File: src/rtl/sigpair_pkg.sv
package sigpair_pkg;
  typedef enum logic [1:0] {
    VS_IDLE    = 2'd0,
    VS_COLLECT = 2'd1,
    VS_WAIT    = 2'd2
  } vstate_e;
endpackage

File: src/rtl/sigpair_accum.sv
module sigpair_accum #(
  parameter int SIG_W = 32,
  parameter int SUBS  = 2
) (
  input  logic             clk,
  input  logic             rst_n,
  input  logic             clear,
  input  logic             take,
  input  logic [SIG_W-1:0] sub_sig,
  output logic             last,
  output logic [SIG_W-1:0] own_sig
);
  localparam int CNT_W = (SUBS > 1) ? $clog2(SUBS) : 1;

  logic [CNT_W-1:0] cnt;
  logic [SIG_W-1:0] acc;

  assign last    = (cnt == CNT_W'(SUBS - 1));
  assign own_sig = acc ^ sub_sig;

  always_ff @(posedge clk) begin
    if (!rst_n || clear) begin
      cnt <= '0;
      acc <= '0;
    end else if (take) begin
      cnt <= last ? '0 : cnt + CNT_W'(1);
      acc <= own_sig;
    end
  end

  // after the final word the count restarts
  p_count_wraps_r3: assert property (@(posedge clk) disable iff (!rst_n)
    (take && last && !clear) |=> (cnt == '0));
endmodule

File: src/rtl/sigpair_obuf.sv
module sigpair_obuf #(
  parameter int SIG_W = 32,
  parameter int TAG_W = 11,
  parameter int DEPTH = 4
) (
  input  logic             clk,
  input  logic             rst_n,
  input  logic [TAG_W-1:0] lk_tag,
  input  logic             lk_half,
  output logic             lk_hit,
  output logic [SIG_W-1:0] lk_data,
  input  logic             ins_en,
  input  logic [TAG_W-1:0] ins_tag,
  input  logic             ins_half,
  input  logic [SIG_W-1:0] ins_data
);
  localparam int PTR_W = (DEPTH > 1) ? $clog2(DEPTH) : 1;

  logic [DEPTH-1:0] ent_v;
  logic [DEPTH-1:0] ent_half;
  logic [TAG_W-1:0] ent_tag  [DEPTH];
  logic [SIG_W-1:0] ent_data [DEPTH];
  logic [DEPTH-1:0] hit_vec;
  logic [PTR_W-1:0] rr_ptr;

  for (genvar gi = 0; gi < DEPTH; gi++) begin : g_ent
    always_ff @(posedge clk) begin
      if (!rst_n) begin
        ent_v[gi]    <= 1'b0;
        ent_half[gi] <= 1'b0;
        ent_tag[gi]  <= '0;
        ent_data[gi] <= '0;
      end else if (ins_en && rr_ptr == PTR_W'(gi)) begin
        ent_v[gi]    <= 1'b1;
        ent_half[gi] <= ins_half;
        ent_tag[gi]  <= ins_tag;
        ent_data[gi] <= ins_data;
      end
    end
    assign hit_vec[gi] = ent_v[gi] && (ent_tag[gi] == lk_tag) && (ent_half[gi] == lk_half);
  end

  always_comb begin
    lk_hit  = |hit_vec;
    lk_data = '0;
    for (int i = DEPTH - 1; i >= 0; i--) begin
      if (hit_vec[i]) lk_data = ent_data[i];
    end
  end

  always_ff @(posedge clk) begin
    if (!rst_n) rr_ptr <= '0;
    else if (ins_en) rr_ptr <= (rr_ptr == PTR_W'(DEPTH - 1)) ? '0 : rr_ptr + PTR_W'(1);
  end

  // the slot under the pointer becomes valid after a store
  p_store_lands_r9: assert property (@(posedge clk) disable iff (!rst_n)
    ins_en |=> ent_v[$past(rr_ptr)]);
  // a hit is only possible for a slot that was stored
  p_hit_needs_valid_r8: assert property (@(posedge clk) disable iff (!rst_n)
    lk_hit |-> (ent_v != '0));
endmodule

File: src/rtl/sigpair_verifier.sv
module sigpair_verifier
  import sigpair_pkg::*;
#(
  parameter int SIG_W        = 32,
  parameter int ADDR_W       = 12,
  parameter int SUBS_PER_BLK = 2,
  parameter int OBUF_DEPTH   = 4
) (
  input  logic              clk,
  input  logic              rst_n,
  input  logic              req_valid,
  output logic              req_ready,
  input  logic [ADDR_W-1:0] req_addr,
  input  logic [SIG_W-1:0]  req_sig,
  output logic              busy,
  input  logic              sub_valid,
  output logic              sub_ready,
  input  logic [SIG_W-1:0]  sub_sig,
  output logic              pfetch_req,
  output logic [ADDR_W-1:0] pfetch_addr,
  input  logic              ptr_valid,
  output logic              ptr_ready,
  input  logic [SIG_W-1:0]  ptr_sig,
  output logic              res_valid,
  output logic              res_match
);
  localparam int TAG_W = ADDR_W - 1;

  vstate_e           state;
  logic [ADDR_W-1:0] addr_r;
  logic [SIG_W-1:0]  stored_r;
  logic [SIG_W-1:0]  own_r;
  logic              req_fire, sub_fire, ptr_fire;
  logic              last, lk_hit, hit_done, miss_done, fin, verdict;
  logic [SIG_W-1:0]  own_sig, lk_data;

  assign req_ready   = (state == VS_IDLE);
  assign busy        = !req_ready;
  assign sub_ready   = (state == VS_COLLECT);
  assign ptr_ready   = (state == VS_WAIT);
  assign pfetch_req  = ptr_ready;
  assign pfetch_addr = addr_r ^ ADDR_W'(1);

  assign req_fire  = req_valid && req_ready;
  assign sub_fire  = sub_valid && sub_ready;
  assign ptr_fire  = ptr_valid && ptr_ready;
  assign hit_done  = sub_fire && last && lk_hit;
  assign miss_done = sub_fire && last && !lk_hit;
  assign fin       = hit_done || ptr_fire;

  always_comb begin
    if (hit_done) verdict = ((own_sig ^ lk_data) == stored_r);
    else          verdict = ((own_r ^ ptr_sig) == stored_r);
  end

  sigpair_accum #(.SIG_W(SIG_W), .SUBS(SUBS_PER_BLK)) u_accum (
    .clk(clk), .rst_n(rst_n), .clear(req_fire), .take(sub_fire),
    .sub_sig(sub_sig), .last(last), .own_sig(own_sig)
  );

  sigpair_obuf #(.SIG_W(SIG_W), .TAG_W(TAG_W), .DEPTH(OBUF_DEPTH)) u_obuf (
    .clk(clk), .rst_n(rst_n),
    .lk_tag(addr_r[ADDR_W-1:1]), .lk_half(~addr_r[0]),
    .lk_hit(lk_hit), .lk_data(lk_data),
    .ins_en(fin && verdict), .ins_tag(addr_r[ADDR_W-1:1]), .ins_half(addr_r[0]),
    .ins_data(hit_done ? own_sig : own_r)
  );

  always_ff @(posedge clk) begin
    if (!rst_n) begin
      state     <= VS_IDLE;
      addr_r    <= '0;
      stored_r  <= '0;
      own_r     <= '0;
      res_valid <= 1'b0;
      res_match <= 1'b0;
    end else begin
      res_valid <= fin;
      if (fin) res_match <= verdict;
      case (state)
        VS_IDLE: if (req_fire) begin
          addr_r   <= req_addr;
          stored_r <= req_sig;
          state    <= VS_COLLECT;
        end
        VS_COLLECT: begin
          if (hit_done) state <= VS_IDLE;
          else if (miss_done) begin
            own_r <= own_sig;
            state <= VS_WAIT;
          end
        end
        VS_WAIT: if (ptr_fire) state <= VS_IDLE;
        default: state <= VS_IDLE;
      endcase
    end
  end

  // verdict is a single-cycle pulse
  p_one_pulse_r10: assert property (@(posedge clk) disable iff (!rst_n)
    res_valid |=> !res_valid);
  // a verdict follows the last sub-signature or the partner return
  p_verdict_cause_r6: assert property (@(posedge clk) disable iff (!rst_n)
    $rose(res_valid) |-> $past(sub_fire || ptr_fire));
  // a fetch request begins only after the last sub-signature transfer
  p_fetch_start_r7: assert property (@(posedge clk) disable iff (!rst_n)
    $rose(pfetch_req) |-> $past(sub_fire));
  // a taken request opens collection and blocks new ones
  p_take_opens_r2: assert property (@(posedge clk) disable iff (!rst_n)
    req_fire |=> (sub_ready && busy));
endmodule

File: config.mk
export PLATFORM = sky130hd
export DESIGN_NAME = sigpair_verifier
export DESIGN_NICKNAME = d
export VERILOG_FILES = /design/src/rtl/sigpair_pkg.sv /design/src/rtl/sigpair_accum.sv /design/src/rtl/sigpair_obuf.sv /design/src/rtl/sigpair_verifier.sv
export SDC_FILE = /design/constraint.sdc
export NUM_CORES = 1
export LEC_CHECK = 0
export BUFFER_PORTS_ARGS = -buffer_cell sky130_fd_sc_hd__clkbuf_2
export CORE_MARGIN = 2
export CORE_UTILIZATION = 60
export CTS_CLUSTER_DIAMETER = 40
export CTS_CLUSTER_SIZE = 25
export DETAILED_ROUTE_END_ITERATION = 8
export GPL_TIMING_DRIVEN = 0
export PLACE_DENSITY = 0.8
export SLEW_MARGIN = 20
export SYNTH_ARGS = -nofsm -noshare
export SYNTH_HDL_FRONTEND = slang
export SYNTH_HIERARCHICAL = 1
export SYNTH_SLANG_ARGS = --single-unit
File: constraint.sdc
create_clock -name clk -period 6.88 [get_ports clk]
set_input_delay 0.344 -clock clk [delete_from_list [all_inputs] [get_ports clk]]
set_output_delay 0.344 -clock clk [all_outputs]
set_load 0.02 [all_outputs]
==> impl_results.rst <==
.. list-table::
   :header-rows: 1

   * - Metric
     - Value
   * - Area of the placeable core
     - 0.0261 mm2
   * - Number of enable-type register cells in the synthesized netlist
     - 172
   * - Clock insertion delay at the later pin of the skew report
     - 520 ps
   * - Place WS
     - 477 ps
   * - Post-Synthesis Mean Instance Area
     - 9.57 um2
   * - Max cap viols
     - 0
   * - Synthesized net count
     - 1793
   * - Drc violations
     - 0
   * - Smallest setup slack after layout
     - 223 ps
   * - Overall routing resource usage
     - 33.5%
   * - Post-route design area
     - 0.0185 mm2
   * - Clk slew on worst S/H paths
     - 50 ps
   * - Element type at the critical path end
     - flop
   * - Worst slew margin
     - 44.6%
   * - P_int
     - 3330 uW
   * - Floorplan row count
     - 59
   * - Fmax
     - 150 MHz
   * - First-pass iteration count of the detailed router
     - 5
   * - Number of clock buffers inserted by TritonCTS
     - 38
   * - Leakage
     - 0.00686 uW
   * - Share of the cycle needed by the critical path after routing
     - 96.8%
   * - Number of library cell types mapped by synthesis
     - 53
   * - Sw frac
     - 24.2%
   * - Clock net sink count
     - 295
   * - Number of nets still failing antenna checks after routing
     - 0
   * - PwrDens
     - 237 mW/mm2
   * - Number of hold buffers added after cts
     - 0
   * - Layout cell share with drive strength beyond 1
     - 17.2%
   * - Non-filler cells in the finished layout
     - 2214
   * - PortBufs
     - 131
   * - Clock period minus worst slack
     - 6660 ps
   * - Relative contribution of combinational cells to total power
     - 8.2%
   * - Via count of the first global-routing pass
     - 12906
   * - Part of the total power dissipated in the clock network
     - 46.9%
   * - CP max FO
     - 10
   * - Largest net degree at the start of global routing
     - 44
   * - Most common flop cell mapped by yosys
     - sky130_fd_sc_hd__edfxtp_1
   * - Detailed-route vias per instance
     - 6.09
   * - Placed cell area
     - 0.0172 mm2
   * - Total setup violations reported at the end of the flow
     - 0
   * - TritonCTS clock tree
     - done
   * - Total die area
     - 0.0281 mm2
   * - Layout area overhead
     - 15.5%
   * - Effective utilization at floorplan
     - 61.4%
   * - Class of the most critical setup path
     - reg -> reg
   * - Footprint of the multi-input gates
     - 0.00769 mm2
   * - Wire length of the first global-routing pass
     - 73.0 mm
   * - Critical Path Max Stage Delay
     - 720 ps
   * - Deepest clock path buffer count
     - 3
   * - Cell with the biggest individual delay on the critical path
     - sky130_fd_sc_hd__or4_1
   * - Max-slew violation total from the final report
     - 0
   * - FFs w/ async S/R, synth
     - 0%
   * - Skew final
     - 15.1 ps
   * - Post-CTS Setup Bufs
     - 0
   * - Synth Register Bits
     - 295
   * - Synth area leader
     - sky130_fd_sc_hd__edfxtp_1
   * - H-tree levels
     - 2
   * - Cell count after placement
     - 2144
   * - Initial antenna violation count
     - 1
   * - Top cells by instance count after synthesis
     - 334 x sky130_fd_sc_hd__nand2_1, 173 x sky130_fd_sc_hd__and2_1, 172 x sky130_fd_sc_hd__edfxtp_1
   * - Crit-path leading delay family
     - buffers and inverters
   * - Drt total wl
     - 47.6 mm
   * - Buf+Inv Stages, Crit Path
     - 11
   * - Area fraction of the dominant cell type after synthesis
     - 32.2%
   * - Power dissipated by switching net loads
     - 1070 uW
   * - Routability Congestion
     - 0.963
   * - Sequential cell area fraction in the yosys report
     - 47.5%
   * - Pin slew with the least headroom to its limit
     - 831 ps
   * - Worst-case vdd ir drop
     - 190 uV
   * - Result of the run
     - finished clean
   * - Synthesized cell area
     - 0.0160 mm2
   * - Overflow left after global routing
     - 0
   * - Number of warning messages in the yosys log
     - 6
   * - Critical-path cell list
     - inv_1, buf_2, xnor2_1, nand4_1, or4_1, clkbuf_1, nand4_1, buf_2, inv_1, buf_2, buf_2, nor3_1, a21oi_1, xnor2_1, nor4_1, nand4_1, inv_1, clkbuf_1, and3_1, clkbuf_1, clkbuf_1, and2_1
   * - Gate Count Post-Synth
     - 1676
   * - Part of the power in registers
     - 44.9%
   * - Total power draw
     - 4400 uW
   * - Root cell of the clock tree
     - sky130_fd_sc_hd__clkbuf_16
   * - Number of hold-slack violations in the final timing report
     - 0
   * - Starting DRT DRC Count
     - 1644
   * - Total number of vias
     - 13488
   * - Crit path arrival time
     - 7030 ps
   * - Storage element area
     - 0.00763 mm2
   * - Unrepaired setup endpoints after global routing
     - false
   * - HPWL after detailed placement
     - 33.2 mm
   * - Cells taking the most area after synthesis
     - sky130_fd_sc_hd__edfxtp_1 32%, sky130_fd_sc_hd__dfxtp_1 15%, sky130_fd_sc_hd__nand2_1 7.8%
   * - Routed WL per cell
     - 21.5 um
   * - Die Height
     - 168 um
   * - Number of I/O pins
     - 132
   * - Die extent in x
     - 168 um
   * - Worst min-delay path class
     - in -> reg
   * - Crit path required time
     - 7260 ps
   * - Leading cell type by number of instances after synthesis
     - sky130_fd_sc_hd__nand2_1
   * - # nets final
     - 1966
   * - Worst setup SP type
     - flop
   * - Count of fill cells added during filler insertion
     - 1953
## through the flow
stage,TNS (ps),hold slack [ps],utilization (%)
2_1_floorplan,0,426,-
3_3_place_gp,-12050,436,65.5
3_5_place_dp,0,441,65.8
4_1_cts,0,48.2,70.9
5_1_grt,0,56.7,70.9
6_report,0,54.5,70.9
## power groups by stage
stage	Combinational [uW]	Sequential, uW	Clock, uW
after global placement	336	2010	0
after CTS	350	1970	2070
after floorplan	210	2000	0
after detailed placement	346	2010	0
final	359	1980	2060
after global routing	382	1980	2150
## kinds of logic (layout without fill, tap and decap cells)
logic type                 count (synthesis)  in the layout  synth area share, %
xor gates and xnor gates                 157            157                 8.76
buffers and inverters                    159            361                 4.73
DFF                                      295            295                 47.5
AOI/OAI and AO/OA                        302            302                 14.4
muxes                                      1              1               0.0624
adders and majority gates                  4              4                0.312
other                                      0              1                    0
and+or+nand+nor                          758            758                 24.2
## path summary, 6_finish.rpt
check         startpoint                      to  slack [ps]  cells after the start
max            addr_r[0]  u_obuf/ent_data[1][18]         220                     22
min          req_addr[1]               addr_r[1]          50                      3
max reg2reg    addr_r[0]  u_obuf/ent_data[1][18]         220                     22
min reg2reg  stored_r[6]             stored_r[6]         470                      2
## worst reg2reg max path: cells and delay by family, from the launching register on
kind / cells / cell delay (ps)
buffers and inverters: 11 / 3000
AND/OR/NAND/NOR: 8 / 2520
flip-flops: 1 / 500
XOR/XNOR: 2 / 340
AO/OA/AOI/OAI: 1 / 160
## cell usage in the layout (no fill, tap or decap), types with 31 or more instances in the layout
master and instances:
sky130_fd_sc_hd__a21boi_0 77, sky130_fd_sc_hd__a21oi_1 47, sky130_fd_sc_hd__and2_1 173, sky130_fd_sc_hd__buf_2 31, sky130_fd_sc_hd__clkbuf_1 89, sky130_fd_sc_hd__clkbuf_16 39
sky130_fd_sc_hd__clkbuf_2 132, sky130_fd_sc_hd__dfxtp_1 123, sky130_fd_sc_hd__edfxtp_1 172, sky130_fd_sc_hd__nand2_1 330, sky130_fd_sc_hd__nand3_1 42, sky130_fd_sc_hd__nand3b_1 32
sky130_fd_sc_hd__nor3_1 51, sky130_fd_sc_hd__nor4_1 36, sky130_fd_sc_hd__o21ai_0 38, sky130_fd_sc_hd__xnor2_1 68, sky130_fd_sc_hd__xor2_1 85
## final cells by class
cell class / instances / share of cell area [%]
clock buffers: 44 / 5.48
clock inverters: 25 / 1.64
plain buffers: 147 / 3.86
well taps: 335 / 2.26
repair buffers: 133 / 3.84
inverters: 12 / 0.243
multi-input cells: 1222 / 41.5
flip-flops and latches: 295 / 41.2
diodes: 1 / 0.0135
## layer usage
| metal | share of wire [%] | GRT usage [%] | vias up |
|---|---|---|---|
| li1 | - | - | 6208 |
| met1 | 39 | 44.6 | 6412 |
| met2 | 48 | 55.4 | 761 |
| met3 | 10 | 6.48 | 107 |
| met4 | 2.9 | 10.8 | 0 |
| met5 | 0 | 0 | - |
## flip-flops by register name, summed over array words and instances (netlist names)
signal           cells
res_valid            1
stored_r            32
u_accum/acc         32
u_accum/last         1
u_obuf/ent_v         4
own_r               32
u_obuf/ent_data    128
res_match            1
u_obuf/rr_ptr        2
u_obuf/ent_half      4
u_obuf/ent_tag      44
addr_r              12
state                2
## timing repair
item,in CTS,in global routing
gates resized for setup,0,3
endpoints found under the hold margin,0,0
setup endpoints to repair,0,23
Power figures use the tool's default switching activity.
